$ cat config.mk
export PLATFORM = sky130hd
export DESIGN_NAME = pport_reg_seq
export DESIGN_NICKNAME = d
export VERILOG_FILES = /design/src/rtl/pport_seq_pkg.sv /design/src/rtl/pport_step_decode.sv /design/src/rtl/pport_step_timer.sv /design/src/rtl/pport_rd_capture.sv /design/src/rtl/pport_reg_seq.sv
export SDC_FILE = /design/constraint.sdc
export NUM_CORES = 1
export LEC_CHECK = 0
export ABC_AREA = 1
export BUFFER_PORTS_ARGS = -buffer_cell sky130_fd_sc_hd__clkbuf_2
export CORE_MARGIN = 2
export CORE_UTILIZATION = 41
export DETAILED_ROUTE_END_ITERATION = 6
export PLACE_DENSITY = 0.72
export SYNTH_ARGS = -nofsm -noshare
export SYNTH_HDL_FRONTEND = slang
export SYNTH_SLANG_ARGS = --single-unit
$ cat constraint.sdc
create_clock -name clk_i -period 2.1 [get_ports clk_i]
set_input_delay 0.21 -clock clk_i [delete_from_list [all_inputs] [get_ports clk_i]]
set_output_delay 0.21 -clock clk_i [all_outputs]
set_load 0.005 [all_outputs]
$ cat src/rtl/pport_seq_pkg.sv
package pport_seq_pkg;
  localparam int unsigned IDX_W = 5;
  localparam logic [5:0] CTL_IDLE = 6'h04;

  typedef enum logic [1:0] {SMP_NONE, SMP_LO, SMP_HI, SMP_BYTE} smp_e;

  typedef struct packed {
    logic [5:0] ctl;
    logic [7:0] data;
    logic       drive;
    smp_e       smp;
    logic       last;
  } step_t;
endpackage

$ cat src/rtl/pport_step_decode.sv
module pport_step_decode
  import pport_seq_pkg::*;
(
  input  logic [IDX_W-1:0] idx_i,
  input  logic             wr_i,
  input  logic             byte_mode_i,
  input  logic [7:0]       code_i,
  input  logic [7:0]       wdata_i,
  output step_t            step_o
);
  function automatic logic [5:0] long_pulse(input logic [2:0] k);
    case (k)
      3'd1, 3'd3: long_pulse = 6'h0d;
      3'd5:       long_pulse = 6'h04;
      default:    long_pulse = 6'h05;
    endcase
  endfunction

  function automatic logic [5:0] short_pulse(input logic [1:0] k);
    case (k)
      2'd1:    short_pulse = 6'h07;
      2'd3:    short_pulse = 6'h04;
      default: short_pulse = 6'h05;
    endcase
  endfunction

  logic [IDX_W-1:0] rel_a, rel_c, rel_t;
  assign rel_a = idx_i - 5'd6;
  assign rel_c = idx_i - 5'd10;
  assign rel_t = idx_i - 5'd16;

  always_comb begin
    step_o       = '0;
    step_o.drive = 1'b1;
    step_o.smp   = SMP_NONE;
    if (idx_i < 5'd6) begin
      step_o.data = 8'h01;
      step_o.ctl  = long_pulse(idx_i[2:0]);
    end else if (idx_i < 5'd10) begin
      step_o.data = code_i;
      step_o.ctl  = short_pulse(rel_a[1:0]);
    end else if (idx_i < 5'd16) begin
      step_o.ctl  = long_pulse(rel_c[2:0]);
    end else if (wr_i) begin
      step_o.data = wdata_i;
      step_o.ctl  = short_pulse(rel_t[1:0]);
      step_o.last = (idx_i == 5'd23);
    end else if (byte_mode_i) begin
      step_o.ctl   = idx_i[0] ? 6'h04 : 6'h26;
      step_o.drive = idx_i[0];
      step_o.smp   = (idx_i == 5'd16) ? SMP_BYTE : SMP_NONE;
      step_o.last  = (idx_i == 5'd19);
    end else begin
      step_o.ctl  = idx_i[0] ? 6'h04 : 6'h06;
      step_o.smp  = (idx_i == 5'd16) ? SMP_LO :
                    (idx_i == 5'd18) ? SMP_HI : SMP_NONE;
      step_o.last = (idx_i == 5'd23);
    end
  end
endmodule

$ cat src/rtl/pport_step_timer.sv
module pport_step_timer
  import pport_seq_pkg::*;
#(
  parameter int unsigned HOLD_W = 4
) (
  input  logic              clk_i,
  input  logic              rst_ni,
  input  logic              start_i,
  input  logic [HOLD_W-1:0] len_i,
  input  logic              last_i,
  output logic              busy_o,
  output logic [IDX_W-1:0]  idx_o,
  output logic              step_end_o,
  output logic              fin_o
);
  logic [HOLD_W-1:0] cnt_q, len_q;

  assign step_end_o = busy_o && (cnt_q == '0);
  assign fin_o      = step_end_o && last_i;

  always_ff @(posedge clk_i or negedge rst_ni) begin
    if (!rst_ni) begin
      busy_o <= 1'b0;
      idx_o  <= '0;
      cnt_q  <= '0;
      len_q  <= '0;
    end else if (!busy_o) begin
      if (start_i) begin
        busy_o <= 1'b1;
        idx_o  <= '0;
        cnt_q  <= len_i;
        len_q  <= len_i;
      end
    end else if (step_end_o) begin
      if (last_i) begin
        busy_o <= 1'b0;
        idx_o  <= '0;
      end else begin
        idx_o <= idx_o + 1'b1;
        cnt_q <= len_q;
      end
    end else begin
      cnt_q <= cnt_q - 1'b1;
    end
  end


  cnt_bound_chk: assert property (@(posedge clk_i) disable iff (!rst_ni)
    busy_o |-> cnt_q <= len_q);

  idx_step_chk: assert property (@(posedge clk_i) disable iff (!rst_ni)
    (busy_o && $past(busy_o)) |-> (idx_o == $past(idx_o) || idx_o == $past(idx_o) + 1'b1));
endmodule

$ cat src/rtl/pport_rd_capture.sv
module pport_rd_capture
  import pport_seq_pkg::*;
(
  input  logic       clk_i,
  input  logic       rst_ni,
  input  logic       step_end_i,
  input  smp_e       smp_i,
  input  logic       fin_i,
  input  logic       wr_i,
  input  logic       byte_mode_i,
  input  logic [7:0] status_i,
  input  logic [7:0] pd_i,
  output logic [7:0] rdata_o,
  output logic       done_o
);
  logic [3:0] lo_q, hi_q;
  logic [7:0] byte_q;

  always_ff @(posedge clk_i or negedge rst_ni) begin
    if (!rst_ni) begin
      lo_q    <= '0;
      hi_q    <= '0;
      byte_q  <= '0;
      rdata_o <= '0;
      done_o  <= 1'b0;
    end else begin
      done_o <= fin_i;
      if (step_end_i) begin
        case (smp_i)
          SMP_LO:   lo_q   <= status_i[7:4];
          SMP_HI:   hi_q   <= status_i[7:4];
          SMP_BYTE: byte_q <= pd_i;
          default:  ;
        endcase
      end
      if (fin_i && !wr_i)
        rdata_o <= byte_mode_i ? byte_q : {hi_q, lo_q};
    end
  end


  done_pulse_chk: assert property (@(posedge clk_i) disable iff (!rst_ni)
    done_o |=> !done_o);

  rdata_hold_chk: assert property (@(posedge clk_i) disable iff (!rst_ni)
    !done_o |-> $stable(rdata_o));
endmodule

$ cat src/rtl/pport_reg_seq.sv
module pport_reg_seq
  import pport_seq_pkg::*;
#(
  parameter int unsigned HOLD_W = 4
) (
  input  logic              clk_i,
  input  logic              rst_ni,
  input  logic              req_i,
  input  logic              wr_i,
  input  logic              sel_i,
  input  logic [2:0]        reg_i,
  input  logic [7:0]        wdata_i,
  input  logic              byte_mode_i,
  input  logic [HOLD_W-1:0] step_len_i,
  input  logic [7:0]        status_i,
  input  logic [7:0]        pd_i,
  output logic [7:0]        pd_o,
  output logic              pd_oe_o,
  output logic [5:0]        ctl_o,
  output logic [7:0]        rdata_o,
  output logic              done_o
);
  logic             busy, step_end, fin, accept;
  logic [IDX_W-1:0] idx;
  logic             wr_q, byte_q;
  logic [7:0]       code_q, wdata_q;
  step_t            step;

  assign accept = req_i && !busy;

  always_ff @(posedge clk_i or negedge rst_ni) begin
    if (!rst_ni) begin
      wr_q    <= 1'b0;
      byte_q  <= 1'b0;
      code_q  <= '0;
      wdata_q <= '0;
    end else if (accept) begin
      wr_q    <= wr_i;
      byte_q  <= byte_mode_i;
      code_q  <= {3'b000, reg_i, 2'b01} + {7'd0, sel_i};
      wdata_q <= wdata_i;
    end
  end

  pport_step_timer #(.HOLD_W(HOLD_W)) i_timer (
    .clk_i      (clk_i),
    .rst_ni     (rst_ni),
    .start_i    (accept),
    .len_i      (step_len_i),
    .last_i     (step.last),
    .busy_o     (busy),
    .idx_o      (idx),
    .step_end_o (step_end),
    .fin_o      (fin)
  );

  pport_step_decode i_decode (
    .idx_i       (idx),
    .wr_i        (wr_q),
    .byte_mode_i (byte_q),
    .code_i      (code_q),
    .wdata_i     (wdata_q),
    .step_o      (step)
  );

  pport_rd_capture i_capture (
    .clk_i       (clk_i),
    .rst_ni      (rst_ni),
    .step_end_i  (step_end),
    .smp_i       (step.smp),
    .fin_i       (fin),
    .wr_i        (wr_q),
    .byte_mode_i (byte_q),
    .status_i    (status_i),
    .pd_i        (pd_i),
    .rdata_o     (rdata_o),
    .done_o      (done_o)
  );

  assign ctl_o   = busy ? step.ctl   : CTL_IDLE;
  assign pd_o    = busy ? step.data  : 8'h00;
  assign pd_oe_o = busy ? step.drive : 1'b1;


  oe_dir_chk: assert property (@(posedge clk_i) disable iff (!rst_ni)
    !pd_oe_o |-> (ctl_o[5] && byte_q && !wr_q));

  done_idle_chk: assert property (@(posedge clk_i) disable iff (!rst_ni)
    done_o |-> (!busy && ctl_o == CTL_IDLE && pd_oe_o));

  op_hold_chk: assert property (@(posedge clk_i) disable iff (!rst_ni)
    (busy && $past(busy)) |-> ($stable(code_q) && $stable(wr_q) && $stable(wdata_q)));
endmodule

==> results.toml <==
[setup_path]
worstSetupStartpoint = "i_timer.idx_o[1]$_DFFE_PN0P_"
reg2reg_slack_ns = 0.18
cp_max_fo = 4
startpoint_type = "register"
cp.arrival_ns = 1.86
crit_required_ns = 1.89
rr_startpoint = "i_timer.idx_o[0]$_DFFE_PN0P_"
crit_path_end_kind = "primary output"
critical_path_class = "register to primary output"

[clocking]
cts.path.max_buffers = 2
clock_tree.root_cell = "clkbuf_8"
clkSinkCount = 54
cts_buffers = 5
cts_tree = "yes"
cts-htree-levels = 2
clk_latency_ns = 0.31
clk_pin_slew_worst_paths_ns = 0.10

[sta]
fmax_ghz = 0.483
final-max-slew-violation-count = 0
finalCritPeriodShare_pct = 98.5
setup_ws_ns = 0.0305
worst_slew_pin_slew_ns = 0.612
finalHoldWorstSlack_ns = 0.0912
relSlewSlack_pct = 59.2
clock_skew_ns = 0.00743
hold_viol_final = 0
setup_viol = 0
fin_crit_ns = 2.07
setup_tns_ns = 0

[routing]
drt-pass1-iter-count = 5
vias = 2623
viasPerCell = 4.78
drtAntennaViolNets = 0
dr.first_iter.drc_count = 127
wire_per_inst_um = 12.1
drc = 0
routed_wl_um = 6670

[die]
start_util_pct = 41.7
die_y_um = 89.2
rows = 31
coreArea_mm2 = 0.00714
ios = 61
die_area_mm2 = 0.00795
die_w_um = 89.2

[power_and_ir_drop]
p_comb_share_pct = 45.7
p_int_mw = 2.57
pwr-share-seq_pct = 41.4
switchingPower_mw = 1.89
pwr-share-clk_pct = 12.9
total_power_mw = 4.46
vdd_drop_max_mv = 0.413
p_sw_share_pct = 42.3
p_per_area_mw_per_mm2 = 1250
p_leak_nw = 1.86

[yosys]
synth-seq-cells = 54
syn_inst = 384
synth_cell_types = 33
synth_top_family_by_area = "simple AND/OR/NAND/NOR gates"
yosys-mux-area-fraction_pct = 0
synth_compound_area_share_pct = 8.20
yosys.area_share.simple_pct = 33.5
syn_area_per_cell_um2 = 7.75
synth_top_area_cell = "dfrtp_1"
synth_nets = 432
synth_fa_ha_area_share_pct = 4.63
ys_top_cells_by_area = "dfrtp_1 (45%), nand2_1 (21%), ha_1 (4.6%), o21ai_0 (3.5%), inv_1 (3.4%)"
syn_area_mm2 = 0.00298
ys_seq_area_share_pct = 45.4
ys.warnings.count = 0
synth_top_area_share_pct = 45.4
synthXorXnorAreaFrac_pct = 0.589

[min_path]
hold_class = "input port to register"
min_from = "reg_i[1]"

[global_route]
grt_first_pass_wirelength_um = 11300
grt_max_degree = 33
grt_pass1_vias = 2477
grt-ovfl-total = 0
groute.usage.overall_pct = 18.1
antenna_found_initial = 0

[layout]
diodes = 0
drive_gt1_share_pct = 24.7
nets = 497
finalCoreUtilization_pct = 49.8
fill_cells = 716
syn2layout_area_growth_pct = 19.3

[status]
status = "complete, no violations"

[placement]
place_ws_ns = 0.210
finalWeightedCongestion = 0.876
dpl.hpwl_um = 4850
numPortBuffers = 54

[run]
maxCapViolCount = 0
-- sequential cells by signal, summed over array words and instances, names as in the netlist --
name / flops
i_capture.hi_q: 4
i_timer.len_q: 4
i_capture.byte_q: 8
i_capture.lo_q: 4
byte_q: 1
i_timer.busy_o: 1
i_capture.rdata_o: 8
wr_q: 1
i_timer.idx_o: 5
code_q: 5
i_timer.cnt_q: 4
wdata_q: 8
i_capture.done_o: 1
-- cell type report --
type	instances	area, um^2	area share (%)
clock inverters	2	13.8	0.388
clock buffers	6	72.6	2.04
repair buffers	72	420	11.8
multi-input cells	282	1430	40.4
well taps	99	124	3.49
inverters	34	131	3.70
flip-flops and latches	54	1360	38.2
-- metrics by stage --
stage | cells | cell area [um^2]
after CTS | 540 | 3450
after detailed placement | 529 | 3330
after floorplan | 384 | 2980
after global placement | 529 | 3330
after global routing | 549 | 3550
final | 549 | 3550
-- worst paths after layout --
path | endpoint | depth (start not counted)
max | ctl_o[0] | 8
min | code_q[3]$_DFFE_PN0P_ | 3
max reg2reg | i_capture.lo_q[1]$_DFFE_PN0P_ | 8
min reg2reg | i_capture.rdata_o[1]$_DFFE_PN0P_ | 2
max in group asynchronous | i_timer.idx_o[0]$_DFFE_PN0P_ | 3
min in group asynchronous | i_capture.rdata_o[4]$_DFFE_PN0P_ | 2
-- cell usage in the layout (no fill, tap or decap), types with 3 or more instances in the layout --
cell type,instances
a21oi_1,9
nand2_4,3
inv_1,26
nand3_1,18
nand2_2,3
nor2_1,11
dfrtp_2,3
o21ai_1,7
inv_2,4
o21ai_0,19
clkbuf_8,5
buf_4,16
clkbuf_2,53
o21ai_2,4
ha_1,9
nor2_4,4
nand4_1,12
dfrtp_1,51
nand2_1,164
-- layer usage --
metal  track usage (%)  vias up  share of wire (%)
li1                  -     1345                  -
met1              24.2     1227                 47
met2              29.1       42                 48
met3              3.88        9                3.6
met4              6.24        0                1.5
met5                 0        -                  0
-- cells by family (layout without fill, tap and decap cells) --
group,Yosys count,count (layout)
adders and majority gates,11,11
and+or+nand+nor,223,223
xor gates and xnor gates,2,2
AOI/OAI and AO/OA,44,44
buffers and inverters,48,114
DFF,54,54
other,2,2
-- power groups by stage --
stage	combinational, mW	clock, mW	sequential (mW)
5_1_grt	2.36	0.635	1.92
6_report	2.04	0.575	1.84
3_3_place_gp	1.80	0	1.83
3_5_place_dp	1.85	0	1.85
4_1_cts	1.89	0.589	1.83
2_1_floorplan	1.36	0	1.76
-- worst max-delay path: stages (launching register included) --
cell	delay, ns
dfrtp_1	0.44
buf_4	0.16
ha_4	0.16
ha_1	0.20
a21oi_2	0.11
nand2_1	0.08
o21ai_1	0.18
a21oi_1	0.08
buf_2	0.13
-- Yosys cell counts (all sizes together) --
library cell    n
nand2         170
dfrtp          54
inv            31
o21ai          30
nand3          21
nor2           16
nand4          13
buf            11
ha             11
a21oi          10
clkbuf          3
clkinv          3
a31oi           2
conb            2
or2             2
xor2            2
nor3            1
o2111ai         1
o211ai          1
-- what timing repair did --
action / CTS / global route
setup buffers: 2 / 9
hold endpoints to repair: 22 / 0
hold buffers: 1 / 0
gates resized for setup: 1 / 14
endpoints found under the setup margin: 1 / 3
pin swaps: 0 / 3
Power figures use the tool's default switching activity.
